==> src/rtl/gpio_dbnc_pkg.sv <==
package gpio_dbnc_pkg;
  localparam int CTRL_W = 32;

  typedef struct packed {
    logic lvl;
    logic rise;
    logic fall;
  } pin_state_t;

  function automatic int cnt_width(input int sel_w);
    return (1 << sel_w) - 1;
  endfunction
endpackage

==> src/rtl/gpio_dbnc_cfg.sv <==
module gpio_dbnc_cfg
  import gpio_dbnc_pkg::*;
#(
  parameter int NUM_PINS = 16
) (
  input  logic                clk,
  input  logic                rst,
  input  logic                we,
  input  logic [CTRL_W-1:0]   wdata,
  output logic [CTRL_W-1:0]   rdata,
  output logic [NUM_PINS-1:0] en
);
  localparam int PAD_W = CTRL_W - NUM_PINS;

  logic [NUM_PINS-1:0] en_q;

  always_ff @(posedge clk) begin
    if (rst)     en_q <= '0;
    else if (we) en_q <= wdata[NUM_PINS-1:0];
  end

  assign en = en_q;

  generate
    if (PAD_W > 0) begin : g_pad
      assign rdata = {{PAD_W{1'b0}}, en_q};
    end else begin : g_full
      assign rdata = en_q;
    end
  endgenerate

  p_write_lands_r2: assert property (@(posedge clk) disable iff (rst)
    $past(we) |-> en == $past(wdata[NUM_PINS-1:0]));
  p_keep_value_r2: assert property (@(posedge clk) disable iff (rst)
    !$past(we) |-> $stable(rdata));
endmodule

==> src/rtl/gpio_dbnc_tick.sv <==
module gpio_dbnc_tick
  import gpio_dbnc_pkg::*;
#(
  parameter int SEL_W = 4
) (
  input  logic             clk,
  input  logic             rst,
  input  logic [SEL_W-1:0] sel,
  input  logic             src_sel,
  input  logic             alt_stb,
  output logic             tick
);
  localparam int CNT_W = cnt_width(SEL_W);

  logic [CNT_W-1:0] cnt_q;
  logic [CNT_W-1:0] mask;
  logic             src_stb;

  assign src_stb = src_sel ? alt_stb : 1'b1;

  always_comb begin
    for (int i = 0; i < CNT_W; i++) begin
      mask[i] = (i < int'(sel));
    end
  end

  always_ff @(posedge clk) begin
    if (rst)          cnt_q <= '0;
    else if (src_stb) cnt_q <= cnt_q + 1'b1;
  end

  assign tick = src_stb && ((cnt_q & mask) == mask);

  p_cnt_holds_r7: assert property (@(posedge clk) disable iff (rst)
    !$past(src_stb) |-> $stable(cnt_q));
  p_tick_needs_src_r7: assert property (@(posedge clk) disable iff (rst)
    (src_sel && !alt_stb) |-> !tick);
endmodule

==> src/rtl/gpio_dbnc_lane.sv <==
module gpio_dbnc_lane
  import gpio_dbnc_pkg::*;
(
  input  logic       clk,
  input  logic       rst,
  input  logic       filt_en,
  input  logic       tick,
  input  logic       din,
  output pin_state_t st
);
  logic hist_q;
  logic lvl_q;
  logic rise_q;
  logic fall_q;
  logic lvl_nxt;

  always_comb begin
    lvl_nxt = lvl_q;
    if (!filt_en)                     lvl_nxt = din;
    else if (tick && (din == hist_q)) lvl_nxt = din;
  end

  always_ff @(posedge clk) begin
    if (rst) begin
      hist_q <= 1'b0;
      lvl_q  <= 1'b0;
      rise_q <= 1'b0;
      fall_q <= 1'b0;
    end else begin
      lvl_q  <= lvl_nxt;
      rise_q <= lvl_nxt & ~lvl_q;
      fall_q <= ~lvl_nxt & lvl_q;
      if (!filt_en || tick) hist_q <= din;
    end
  end

  assign st.lvl  = lvl_q;
  assign st.rise = rise_q;
  assign st.fall = fall_q;

  p_hold_off_tick_r5: assert property (@(posedge clk) disable iff (rst)
    ($past(filt_en) && !$past(tick)) |-> $stable(lvl_q));
  p_two_samples_r5: assert property (@(posedge clk) disable iff (rst)
    ($past(filt_en) && (lvl_q != $past(lvl_q))) |->
      ($past(din) == lvl_q && $past(hist_q) == lvl_q));
  p_rise_matches_r8: assert property (@(posedge clk) disable iff (rst)
    rise_q |-> (lvl_q && !$past(lvl_q)));
  p_fall_matches_r8: assert property (@(posedge clk) disable iff (rst)
    fall_q |-> (!lvl_q && $past(lvl_q)));
  p_excl_edges_r8: assert property (@(posedge clk) disable iff (rst)
    !(rise_q && fall_q));
endmodule

==> src/rtl/gpio_dbnc_filter.sv <==
module gpio_dbnc_filter
  import gpio_dbnc_pkg::*;
#(
  parameter int NUM_PINS = 16,
  parameter int SEL_W    = 4
) (
  input  logic                clk,
  input  logic                rst,
  input  logic                dben_we,
  input  logic [31:0]         dben_wdata,
  output logic [31:0]         dben_rdata,
  input  logic [NUM_PINS-1:0] edge_mode,
  input  logic [SEL_W-1:0]    smp_sel,
  input  logic                src_sel,
  input  logic                alt_stb,
  input  logic [NUM_PINS-1:0] pin_in,
  output logic [NUM_PINS-1:0] lvl_out,
  output logic [NUM_PINS-1:0] rise_out,
  output logic [NUM_PINS-1:0] fall_out
);
  logic [NUM_PINS-1:0] en;
  logic                tick;

  gpio_dbnc_cfg #(.NUM_PINS(NUM_PINS)) cfg_i (
    .clk   (clk),
    .rst   (rst),
    .we    (dben_we),
    .wdata (dben_wdata),
    .rdata (dben_rdata),
    .en    (en)
  );

  gpio_dbnc_tick #(.SEL_W(SEL_W)) tick_i (
    .clk     (clk),
    .rst     (rst),
    .sel     (smp_sel),
    .src_sel (src_sel),
    .alt_stb (alt_stb),
    .tick    (tick)
  );

  generate
    for (genvar n = 0; n < NUM_PINS; n++) begin : g_lane
      pin_state_t st;
      gpio_dbnc_lane lane_i (
        .clk     (clk),
        .rst     (rst),
        .filt_en (en[n] & edge_mode[n]),
        .tick    (tick),
        .din     (pin_in[n]),
        .st      (st)
      );
      assign lvl_out[n]  = st.lvl;
      assign rise_out[n] = st.rise;
      assign fall_out[n] = st.fall;
    end
  endgenerate

  p_bypass_follows_r3: assert property (@(posedge clk) disable iff (rst)
    ($past(en) == '0) |-> (lvl_out == $past(pin_in)));
  p_level_mode_r4: assert property (@(posedge clk) disable iff (rst)
    ($past(edge_mode) == '0) |-> (lvl_out == $past(pin_in)));
endmodule

==> config.mk <==
export PLATFORM = sky130hd
export DESIGN_NAME = gpio_dbnc_filter
export DESIGN_NICKNAME = d
export VERILOG_FILES = /design/src/rtl/gpio_dbnc_pkg.sv /design/src/rtl/gpio_dbnc_cfg.sv /design/src/rtl/gpio_dbnc_tick.sv /design/src/rtl/gpio_dbnc_lane.sv /design/src/rtl/gpio_dbnc_filter.sv
export SDC_FILE = /design/constraint.sdc
export NUM_CORES = 1
export LEC_CHECK = 0
export ABC_CLOCK_PERIOD_IN_PS = 4360
export BUFFER_PORTS_ARGS = -buffer_cell sky130_fd_sc_hd__clkbuf_2
export CAP_MARGIN = 20
export CORE_MARGIN = 2
export CORE_UTILIZATION = 56
export DETAILED_ROUTE_END_ITERATION = 8
export HOLD_SLACK_MARGIN = 0.02
export PLACE_DENSITY = 0.86
export SYNTH_ARGS = -nofsm -noshare
export SYNTH_HDL_FRONTEND = slang
export SYNTH_SLANG_ARGS = --single-unit
==> constraint.sdc <==
create_clock -name clk -period 4.36 [get_ports clk]
set_clock_uncertainty 0.1 [all_clocks]
set_input_delay 0.218 -clock clk [delete_from_list [all_inputs] [get_ports clk]]
set_output_delay 0.218 -clock clk [all_outputs]
set_load 0.1 [all_outputs]
==> results of run 1 <==
-- per-stage QoR --
stage	hold WS [ns]	setup slack [ns]	instances	area, sq um	total power, W
after floorplan	0.1894	2.431	561	4964	0.001414
after global placement	0.3216	2.044	696	5109	0.001455
after detailed placement	0.3263	1.946	696	5109	0.001468
after CTS	0.04204	1.966	759	5808	0.002157
after global routing	0.02716	1.753	761	5856	0.002244
final	0.05465	1.966	761	5856	0.002158
-- worst max-delay path, delay by kind of cell, from the launching register on --
| kind | cells | cell delay (ns) |
|---|---|---|
| buffers and inverters | 1 | 0.55 |
| and+or+nand+nor | 1 | 0.23 |
| DFF | 1 | 0.45 |
| AOI/OAI and AO/OA | 4 | 0.94 |
-- where the power goes --
group | leakage (nW) | internal [W] | switching (W)
Combinational | 1.68 | 0.000130 | 0.000417
Clock | 0.112 | 0.000331 | 0.000332
Sequential | 0.782 | 0.000911 | 0.0000373
Total | 2.57 | 0.00137 | 0.000787
-- sequential cells by signal, summed over array words and instances, names as in the netlist --
signal / flops
g_lane.lane_i.rise_q: 16
g_lane.lane_i.fall_q: 16
g_lane.lane_i.lvl_q: 16
cfg_i.en: 16
tick_i.cnt_q: 15
g_lane.lane_i.hist_q: 16
-- cells in the final DEF, fill, tap and decap left out, types with 3 or more instances in the layout --
cell | Yosys | final
buf_4 | 67 | 5
nor4b_2 | 8 | 8
a31oi_1 | 16 | 16
mux2i_1 | 33 | 33
nand3_1 | 19 | 19
inv_1 | 35 | 35
dfxtp_1 | 95 | 95
nor4b_1 | 8 | 8
xor2_1 | 5 | 5
nand2_1 | 24 | 23
a21oi_1 | 6 | 6
dlygate4sd3_1 | 0 | 47
a311oi_1 | 16 | 16
nor3_1 | 4 | 4
xnor2_1 | 6 | 6
nor2_1 | 46 | 46
clkbuf_8 | 0 | 9
nand2b_1 | 35 | 35
clkbuf_2 | 0 | 120
a221oi_1 | 16 | 16
o21ai_0 | 7 | 7
nand4_1 | 20 | 20
a41o_1 | 16 | 16
conb_1 | 1 | 16
a41oi_1 | 16 | 16
or3_1 | 3 | 3
-- Yosys cell counts --
| library cell | instances |
|---|---|
| dfxtp_1 | 95 |
| buf_4 | 67 |
| nor2_1 | 46 |
| inv_1 | 35 |
| nand2b_1 | 35 |
| mux2i_1 | 33 |
| nand2_1 | 24 |
| clkbuf_1 | 20 |
| nand4_1 | 20 |
| nand3_1 | 19 |
| a221oi_1 | 16 |
| a311oi_1 | 16 |
| a31oi_1 | 16 |
| a41o_1 | 16 |
| a41oi_1 | 16 |
| buf_2 | 9 |
| nor4b_1 | 8 |
| nor4b_2 | 8 |
| o21ai_0 | 7 |
| a21oi_1 | 6 |
| xnor2_1 | 6 |
| xor2_1 | 5 |
| nor3_1 | 4 |
| or3_1 | 3 |
| buf_1 | 2 |
| nor4_1 | 2 |
| o2111ai_1 | 2 |
| o21bai_1 | 2 |
| a22oi_1 | 1 |
| a311oi_4 | 1 |
| and3_1 | 1 |
| and4_1 | 1 |
| conb_1 | 1 |
| ha_1 | 1 |
| o2bb2ai_1 | 1 |
| o31ai_4 | 1 |
-- timing repair --
item,in CTS,in global routing
hold buffers,47,0
resized for setup,0,0
hold endpoints to repair,49,0
-- path summary, 6_finish.rpt --
path	endpoint	slack [ns]	depth (start not counted)
worst max-delay path	g_lane[5].lane_i.rise_q	1.97	6
worst min-delay path	cfg_i.en[3]	0.05	3
worst max register to register	g_lane[5].lane_i.rise_q	1.97	6
worst min register to register	g_lane[2].lane_i.rise_q	0.39	1
-- logic make-up (layout without fill, tap and decap cells) --
kind of cell             after synthesis  in the layout  synth area share, %
multiplexers                          33             33                6.731
AND/OR/NAND/NOR                      171            171                19.53
other                                  1             16              0.07642
XOR/XNOR                              11             11                1.963
flip-flops                            95             95                38.76
adder cells (fa/ha/maj)                1              1               0.2549
AO/OA/AOI/OAI                        101            101                17.16
buffers and inverters                133            225                15.53
-- metal layers --
layer | vias to the layer above | routed length [um] | GRT usage, %
li1 | 2115 | - | -
met1 | 2067 | 4762 | 29.29
met2 | 131 | 5770 | 41.54
met3 | 17 | 648 | 5.108
met4 | 0 | 176 | 7.479
met5 | - | 0 | 0
-- final cells by class --
cell class / count / area, sq um
timing repair buffer: 174 / 1156
fill: 689 / 2738
clock buffer: 9 / 123.9
sequential: 95 / 1902
inverter: 35 / 131.4
multi-input combinational: 333 / 2302
tap: 108 / 135.1
clock inverter: 7 / 105.1
==> flow_metrics.py, run 1 <==
metrics = {
    "critical_path": {
        "slowest_delay_ns": 0.55,
        "endpoint_kind": "register",
        "cp-start-kind": "register",
        "crit_chain": "o2bb2ai_1 > o2111ai_1 > a311oi_4 > buf_4 > nand4_1 > a311oi_1",
        "cp_slowest_cell": "buf_4",
        "critPathLaunch": "tick_i.cnt_q[2]",
        "crit_fanout": 64,
        "r2r_start": "tick_i.cnt_q[2]",
        "critPathArrivalTime_ns": 2.56,
        "worstSetupPathType": "reg -> reg",
        "worstPathRequired_ns": 4.53,
    },
    "power_and_ir_drop": {
        "power_leakage_nw": 2.573,
        "peakVddDrop_uv": 228.0,
        "p_per_area_mw_per_mm2": 368.5,
    },
    "synth": {
        "synth_area_leaders": "dfxtp_1, buf_4, mux2i_1",
        "syn-cell-area_sq_mm": 0.004907,
        "ys_warn_count": 0,
        "synth_seq_cells": 95,
        "avgSynthCellArea_sq_um": 8.988,
        "ys_seq_area_share_pct": 38.76,
        "synth_top_area_share_pct": 38.76,
        "yosys.area.top_type": "dfxtp_1",
        "synth_cell_type_count": 36,
        "synthCells": 546,
    },
    "route": {
        "post_drt_wl_per_cell_um": 14.92,
        "vias_per_cell": 5.690,
        "wl_um": 11360,
        "drt_pass1_iterations": 4,
        "drtIter0Drc": 190,
        "route.detailed.drc": 0,
        "final_antenna_net_count": 0,
        "vias": 4330,
    },
    "timing": {
        "tns_ns": 0,
        "drv_slew": 0,
        "fin_crit_sh_pct": 54.91,
        "relSlewSlack_pct": 56.21,
        "tightest_slew_ns": 0.6546,
        "post-route-min-period_ns": 2.394,
        "fmax_mhz": 417.7,
        "final_hold_viol_count": 0,
        "setup_violations": 0,
        "rsz0062_at_grt": "false",
    },
    "global_route": {
        "grt_pass1_vias": 4198,
        "overflow": 0,
        "grt_usage_pct": 23.80,
        "grt_pass1_wl_um": 19020,
        "grt_max_degree": 65,
        "grt_antenna_before_repair": 0,
    },
    "cts": {
        "clockBufferDepth": 2,
        "cts_sinks": 95,
        "h-tree-depth": 3,
        "worstSkewPairLatency_ns": 0.37,
        "clk_transition_reported_paths_ns": 0.10,
        "cts_made_buffers": 9,
        "cts_root_buffer": "clkbuf_8",
        "cts_setup_buffers": 0,
        "cts_tree": "done",
    },
    "floorplan": {
        "die_w_um": 97.61,
        "die_height_um": 97.61,
        "ios": 153,
        "rows": 34,
        "start_util_pct": 57.11,
        "core_area_sq_mm": 0.008593,
        "die_area_sq_mm": 0.009528,
    },
    "place": {
        "io_buffers": 120,
        "hpwl_um": 7293,
        "gp_congestion": 0.8498,
    },
    "job": {
        "max_cap_violations": 0,
    },
    "min_path": {
        "hp-start": "dben_wdata[3]",
        "hp-class": "in -> reg",
    },
    "final_layout": {
        "drive_gt1_share_pct": 23.58,
        "area_growth_pct": 19.33,
        "antenna_cells": 0,
        "fin_nets": 722,
        "fin_util_pct": 68.14,
    },
    "status": {
        "status": "finished clean",
    },
}
(Power assumes the default switching activity.)
==> inputs of run 2 (changes only) <==
--- a/config.mk
+++ b/config.mk
@@ -5,14 +5,15 @@
 export SDC_FILE = /design/constraint.sdc
 export NUM_CORES = 1
 export LEC_CHECK = 0
-export ABC_CLOCK_PERIOD_IN_PS = 4360
+export ABC_AREA = 1
+export ABC_CLOCK_PERIOD_IN_PS = 2410
 export BUFFER_PORTS_ARGS = -buffer_cell sky130_fd_sc_hd__clkbuf_2
 export CAP_MARGIN = 20
 export CORE_MARGIN = 2
-export CORE_UTILIZATION = 56
+export CORE_UTILIZATION = 51
 export DETAILED_ROUTE_END_ITERATION = 8
 export HOLD_SLACK_MARGIN = 0.02
-export PLACE_DENSITY = 0.86
+export PLACE_DENSITY = 0.8
 export SYNTH_ARGS = -nofsm -noshare
 export SYNTH_HDL_FRONTEND = slang
 export SYNTH_SLANG_ARGS = --single-unit
==> constraint.sdc (replaced) <==
create_clock -name clk -period 2.41 [get_ports clk]
set_clock_uncertainty 0.1 [all_clocks]
set_input_delay 0.1205 -clock clk [delete_from_list [all_inputs] [get_ports clk]]
set_output_delay 0.1205 -clock clk [all_outputs]
set_load 0.1 [all_outputs]
==> run 2 against run 1 <==
Net effect: first-iteration DRC count is 24% lower; power rose by 72%; flip-flop and latch count unchanged; sequential power increased by 81%; sequential share of layout area is 2.4 points higher; synthesized area is 3.0% lower; core utilization fell by 8.5 points; register-to-register slack got worse by 1.6 ns; clock power rose by 48%; critical path type unchanged; critical endpoint is now tick_i.cnt_q[12]; highest routed layer unchanged.
==> flow_metrics.py, run 2 <==
metrics = {
    "route": {
        "route.detailed.drc": 0,
        "post_drt_wl_per_cell_um": 12.16,
        "drtIter0Drc": 145,
        "final_antenna_net_count": 0,
        "vias_per_cell": 4.951,
        "wl_um": 10660,
        "vias": 4342,
        "drt_pass1_iterations": 5,
    },
    "critical_path": {
        "worstSetupPathType": "reg -> reg",
        "cp-start-kind": "register",
        "r2r_start": "tick_i.cnt_q[0]",
        "crit_top_cell": "nor2_1",
        "critPathArrivalTime_ns": 2.21,
        "crit_fanout": 4,
        "crit_chain": "ha_1 > inv_1 > nor2_1 > nand3_1 > nor2_1 > nand2_1 > nor4_1 > and2_1 > nor3_1",
        "cp_slowest_cell": "nor4_1",
        "worstPathRequired_ns": 2.55,
        "slowest_delay_ns": 0.40,
        "endpoint_kind": "register",
        "critPathTopFamily": "simple AND/OR/NAND/NOR gates",
        "cp_num_buf_inv": 1,
        "r2r_cells": 9,
        "critPathLaunch": "tick_i.cnt_q[0]",
        "rrSetupSlack_ns": 0.34,
        "reg2reg_to": "tick_i.cnt_q[12]",
    },
    "cts": {
        "clockBufferDepth": 2,
        "h-tree-depth": 3,
        "cts_root_buffer": "clkbuf_8",
        "cts_setup_buffers": 0,
        "cts_tree": "done",
        "cts_sinks": 95,
        "clk_transition_reported_paths_ns": 0.10,
        "cts_made_buffers": 9,
        "worstSkewPairLatency_ns": 0.35,
    },
    "global_route": {
        "grt_antenna_before_repair": 0,
        "grt_pass1_vias": 4187,
        "grt_max_degree": 37,
        "grt_usage_pct": 20.79,
        "grt_pass1_wl_um": 17050,
        "overflow": 0,
    },
    "timing": {
        "finalWorstSetupSlack_ns": 0.3423,
        "rsz0062_at_grt": "false",
        "relSlewSlack_pct": 59.13,
        "tns_ns": 0,
        "fin_crit_sh_pct": 85.80,
        "fmax_mhz": 483.6,
        "post-route-min-period_ns": 2.068,
        "setup_violations": 0,
        "drv_slew": 0,
        "tightest_slew_ns": 0.6123,
        "final_hold_viol_count": 0,
    },
    "min_path": {
        "hp-class": "in -> reg",
        "holdPathStages": 4,
        "hp-start": "pin_in[4]",
        "hold_end": "g_lane[4].lane_i.fall_q",
    },
    "floorplan": {
        "die_w_um": 100.6,
        "die_height_um": 100.6,
        "ios": 153,
        "die_area_sq_mm": 0.01013,
        "start_util_pct": 52.03,
        "core_area_sq_mm": 0.009153,
        "rows": 35,
    },
    "place": {
        "hpwl_um": 7728,
        "pre_cts_ws_ns": 0.3963,
        "io_buffers": 120,
        "gp_congestion": 0.8831,
    },
    "synth": {
        "synth_area_leaders": "dfxtp_1, buf_4, nand2_1",
        "ys_warn_count": 0,
        "netlist_top_cells_count": "nand2_1, dfxtp_1, inv_1",
        "synth_seq_cells": 95,
        "avgSynthCellArea_sq_um": 7.172,
        "syn-cell-area_sq_mm": 0.004762,
        "synthCells": 664,
        "yosys.area.top_type": "dfxtp_1",
        "async_flop_share_pct": 0,
        "synth_top_area_share_pct": 39.94,
        "synth_cell_type_count": 25,
        "synth_ff_type": "dfxtp_1",
        "ys_seq_area_share_pct": 39.94,
        "synth_edf_count": 0,
        "yosysMostFrequentCell": "nand2_1",
    },
    "power_and_ir_drop": {
        "p_switching_w": 0.001454,
        "peakVddDrop_uv": 329.2,
        "combPwrFrac_pct": 27.3,
        "p_per_area_mw_per_mm2": 681.8,
        "clkPwrFrac_pct": 26.5,
        "netSwitchingFraction_pct": 39.08,
        "total_power_w": 0.003721,
        "p_seq_share_pct": 46.3,
        "p_int_w": 0.002267,
        "power_leakage_nw": 2.884,
    },
    "final_layout": {
        "fin_nets": 835,
        "antenna_cells": 0,
        "area_growth_pct": 14.61,
        "n_fill_cell": 800,
        "final_common_cell": "clkbuf_2",
        "most-common-layout-cells": "clkbuf_2, nand2_1, dfxtp_1",
        "drive_gt1_share_pct": 24.67,
    },
    "status": {
        "status": "finished clean",
    },
    "job": {
        "max_cap_violations": 0,
    },
}
-- run 2: changes by cell type after synthesis, moves of 26 or more --
cell      change
nand2_1      +94
nand3_1      +39
nand2b_1     -35
nor2_1       +26
inv_1        +52
a21oi_1      +40
mux2i_1      -33
-- run 2: worst min-delay path, stage by stage --
cell and delay (ns):
clkbuf_2 0.09, inv_1 0.05, nand2_1 0.12, a21oi_1 0.08
-- run 2: worst max path at each step --
stage | end | slack [ns] | depth (start not counted)
detailed placement | tick_i.cnt_q[12] | 0.40 | 9
global placement | tick_i.cnt_q[12] | 0.49 | 9
global route | tick_i.cnt_q[12] | 0.17 | 9
CTS | tick_i.cnt_q[12] | 0.37 | 9
floorplan | tick_i.cnt_q[12] | 0.72 | 9
finish | tick_i.cnt_q[12] | 0.34 | 9
-- run 2: cell families after synthesis --
kind of cell	Yosys count	share of synthesized area, %
compound gates	85	9.827
xor+xnor	1	0.1840
fa+ha+maj	1	0.2627
buf+inv	172	19.57
flops	95	39.94
other cells	1	0.07875
simple gates	309	30.14
-- run 2: what timing repair did --
| action | in CTS | in global routing |
|---|---|---|
| resized for setup | 0 | 0 |
| endpoints found under the hold margin | 31 | 0 |
| hold buffers | 25 | 0 |
-- run 2: through the flow --
step / hold WS (ns) / std cells / cell area (sq um) / util [%]
CTS: 0.02069 / 877 / 5458 / 59.63
global route: 0.03608 / 877 / 5458 / 59.63
global placement: 0.2436 / 836 / 5024 / 54.89
floorplan: 0.1554 / 679 / 4818 / -
detailed placement: 0.2530 / 836 / 5024 / 54.89
finish: 0.03469 / 877 / 5458 / 59.63
-- run 2: area by class of cell --
type	count	area [sq um]	area share, %
clock buffer	11	141.4	2.591
clock inverter	5	42.54	0.7795
inverter	90	337.8	6.190
multi-input combinational	412	1984	36.36
sequential	95	1902	34.85
tap	111	138.9	2.545
timing repair buffer	153	910.9	16.69
-- run 2: power by group through the flow --
stage                     Combinational (W)  Clock (W)  Sequential, W
after CTS                           0.00101    0.00101        0.00172
after detailed placement           0.000980          0        0.00176
after floorplan                    0.000774          0        0.00187
after global routing                0.00107    0.00108        0.00173
after global placement             0.000964          0        0.00175
final                               0.00101   0.000985        0.00172
-- run 2: metal layers --
metal | GRT usage [%] | wire, um | vias up
li1 | - | - | 2203
met1 | 21.91 | 4388 | 1942
met2 | 36.67 | 5282 | 159
met3 | 6.103 | 642 | 38
met4 | 12.01 | 349 | 0
met5 | 0 | 0 | -
==> inputs of run 3 (changes only) <==
--- a/config.mk
+++ b/config.mk
@@ -10,10 +10,11 @@
 export BUFFER_PORTS_ARGS = -buffer_cell sky130_fd_sc_hd__clkbuf_2
 export CAP_MARGIN = 20
 export CORE_MARGIN = 2
-export CORE_UTILIZATION = 51
+export CORE_UTILIZATION = 52
 export DETAILED_ROUTE_END_ITERATION = 8
 export HOLD_SLACK_MARGIN = 0.02
 export PLACE_DENSITY = 0.8
 export SYNTH_ARGS = -nofsm -noshare
 export SYNTH_HDL_FRONTEND = slang
+export SYNTH_HIERARCHICAL = 1
 export SYNTH_SLANG_ARGS = --single-unit
==> run 3 against run 2 <==
Net effect: design area is 8.2% higher; count of clock-buffer cells in the layout is 1 lower; combinational power hardly changed; critical path depth is 2 higher; power is 7.9% higher; maximum frequency is 7.8% higher; core utilization is 1.3 points higher; critical path type unchanged; largest cell class unchanged.
==> flow_metrics.py, run 3 <==
metrics = {
    "synth": {
        "netlist_top_cells_count": "inv_1, nand2_1, dfxtp_1",
        "synthCells": 724,
        "synth_area_leaders": "dfxtp_1, buf_4, inv_1",
        "synth_top_area_share_pct": 37.12,
        "ys_seq_area_share_pct": 37.12,
        "synth_cell_type_count": 29,
        "avgSynthCellArea_sq_um": 7.077,
        "synth_edf_count": 0,
        "yosys.area.top_type": "dfxtp_1",
        "yosysMostFrequentCell": "inv_1",
        "synth_ff_type": "dfxtp_1",
        "syn-cell-area_sq_mm": 0.005124,
        "ys_warn_count": 6,
        "synth_seq_cells": 95,
        "async_flop_share_pct": 0,
    },
    "final_layout": {
        "finalInstanceArea_sq_mm": 0.005904,
        "antenna_cells": 0,
        "fin_cells": 958,
        "area_growth_pct": 15.24,
        "fin_util_pct": 60.97,
        "n_fill_cell": 875,
        "most-common-layout-cells": "inv_1, nand2_1, clkbuf_2",
        "final_common_cell": "inv_1",
        "fin_nets": 894,
        "drive_gt1_share_pct": 27.15,
    },
    "global_route": {
        "grt_usage_pct": 20.06,
        "grt_pass1_vias": 3907,
        "grt_pass1_wl_um": 16890,
        "grt_antenna_before_repair": 0,
        "grt_max_degree": 33,
        "overflow": 0,
    },
    "power_and_ir_drop": {
        "p_per_area_mw_per_mm2": 680.1,
        "clkPwrFrac_pct": 32.3,
        "p_int_w": 0.002590,
        "total_power_w": 0.004015,
        "power_leakage_nw": 2.991,
        "peakVddDrop_uv": 372.5,
        "netSwitchingFraction_pct": 35.50,
        "p_switching_w": 0.001425,
        "combPwrFrac_pct": 25.4,
        "p_seq_share_pct": 42.3,
    },
    "cts": {
        "worstSkewPairLatency_ns": 0.36,
        "cts_root_buffer": "clkbuf_8",
        "cts_made_buffers": 9,
        "clk_transition_reported_paths_ns": 0.09,
        "cts_sinks": 95,
        "cts_resized": 0,
        "cts_tree": "done",
        "clockBufferDepth": 2,
        "h-tree-depth": 3,
    },
    "timing": {
        "tightest_slew_ns": 0.6794,
        "drv_slew": 0,
        "post-route-min-period_ns": 1.918,
        "fmax_mhz": 521.3,
        "tns_ns": 0,
        "fin_crit_sh_pct": 79.60,
        "setup_violations": 0,
        "final_hold_viol_count": 0,
        "relSlewSlack_pct": 54.70,
        "rsz0062_at_grt": "false",
    },
    "job": {
        "max_cap_violations": 0,
    },
    "route": {
        "route.detailed.drc": 0,
        "vias": 4368,
        "wl_um": 10300,
        "drt_pass1_iterations": 4,
        "post_drt_wl_per_cell_um": 10.75,
        "drtIter0Drc": 145,
        "vias_per_cell": 4.559,
        "final_antenna_net_count": 0,
    },
    "min_path": {
        "holdPathStages": 5,
        "hp-class": "in -> reg",
    },
    "critical_path": {
        "worstPathRequired_ns": 2.57,
        "worstSetupPathType": "reg -> reg",
        "cp_slowest_cell": "dfxtp_1",
        "r2r_cells": 11,
        "slowest_delay_ns": 0.47,
        "cp-start-kind": "register",
        "crit_chain": "nand2_1 > nand2_1 > nand3_1 > nor2_1 > nand3_1 > nor2_2 > buf_4 > inv_1 > nand2_2 > nand3_2 > nor3_1",
        "endpoint_kind": "register",
        "critPathArrivalTime_ns": 2.08,
        "crit_fanout": 16,
    },
    "floorplan": {
        "core_area_sq_mm": 0.009684,
        "rows": 36,
        "die_height_um": 103.3,
        "die_w_um": 103.3,
        "die_area_sq_mm": 0.01066,
        "ios": 153,
        "start_util_pct": 52.91,
    },
    "place": {
        "io_buffers": 120,
        "hpwl_um": 7137,
        "dp_cells": 908,
        "gp_congestion": 0.8188,
        "post_dp_cell_area_sq_mm": 0.005314,
    },
    "status": {
        "status": "finished clean",
    },
}
## run 3: changes by cell type in the layout (fill, tap and decap cells not counted), moves of 13 or more
cell	before	now
inv_1	87	137
nand4_1	2	16
o21ai_0	22	9
a21oi_1	46	26
a21oi_2	0	16
o21a_1	17	0
nand2_2	16	36
## run 3: per-layer routing
layer	vias to the layer above	GRT usage [%]	share of wire, %
met5	-	0	0
met4	0	9.008	2.7
li1	2318	-	-
met2	105	34.47	49
met1	1919	24.00	44
met3	26	4.435	4.5
## run 3: logic make-up after synthesis
kind of cell | share of synthesized area (%)
AND/OR/NAND/NOR | 32.70
adder cells (fa/ha/maj) | 0.2442
other | 0.07319
XOR/XNOR | 0.1710
AO/OA/AOI/OAI | 6.569
buffers and inverters | 23.13
flip-flops | 37.12
## run 3: area by class of cell
| cell class | count | area [sq um] | area share, % |
|---|---|---|---|
| timing repair buffer | 157 | 963.4 | 16.32 |
| multi-input combinational | 417 | 2096 | 35.49 |
| inverter | 140 | 526.8 | 8.921 |
| clock inverter | 6 | 112.6 | 1.907 |
| tap | 133 | 166.4 | 2.818 |
| clock buffer | 10 | 137.6 | 2.331 |
| sequential | 95 | 1902 | 32.21 |
## run 3: repair_timing
| action | CTS | global route |
|---|---|---|
| hold buffers | 34 | 0 |
| buffers inserted | 0 | 0 |
| endpoints found under the hold margin | 82 | 0 |
## run 3: power by group through the flow
stage               Clock [W]  Sequential, W  Combinational [W]
detailed placement          0        0.00174           0.000969
floorplan                   0        0.00172           0.000914
global placement            0        0.00173           0.000961
finish                0.00130        0.00170            0.00102
CTS                   0.00132        0.00170            0.00101
global route          0.00139        0.00171            0.00109
## run 3: worst paths after layout
| check | startpoint | endpoint | slack [ns] |
|---|---|---|---|
| setup reg to reg | tick_i/cnt_q[2] | g_lane[4].lane_i/fall_q | 0.49 |
| hold reg to reg | cfg_i/en[6] | cfg_i/en[6] | 0.39 |
| hold / removal | edge_mode[1] | g_lane[1].lane_i/hist_q | 0.03 |
| setup / recovery | tick_i/cnt_q[2] | g_lane[4].lane_i/fall_q | 0.49 |
## run 3: critical path, delay by kind of cell (launching register included)
| kind | cells | cell delay [ns] |
|---|---|---|
| and+or+nand+nor | 9 | 0.91 |
| DFF | 1 | 0.47 |
| buffers and inverters | 2 | 0.35 |
## run 3: per-stage QoR
stage | worst slack (ns) | hold WS, ns
2_1_floorplan | 0.4947 | 0.08957
3_3_place_gp | 0.5592 | 0.2971
3_5_place_dp | 0.4980 | 0.3005
4_1_cts | 0.4680 | 0.02023
5_1_grt | 0.2856 | 0.04699
6_report | 0.4915 | 0.03364
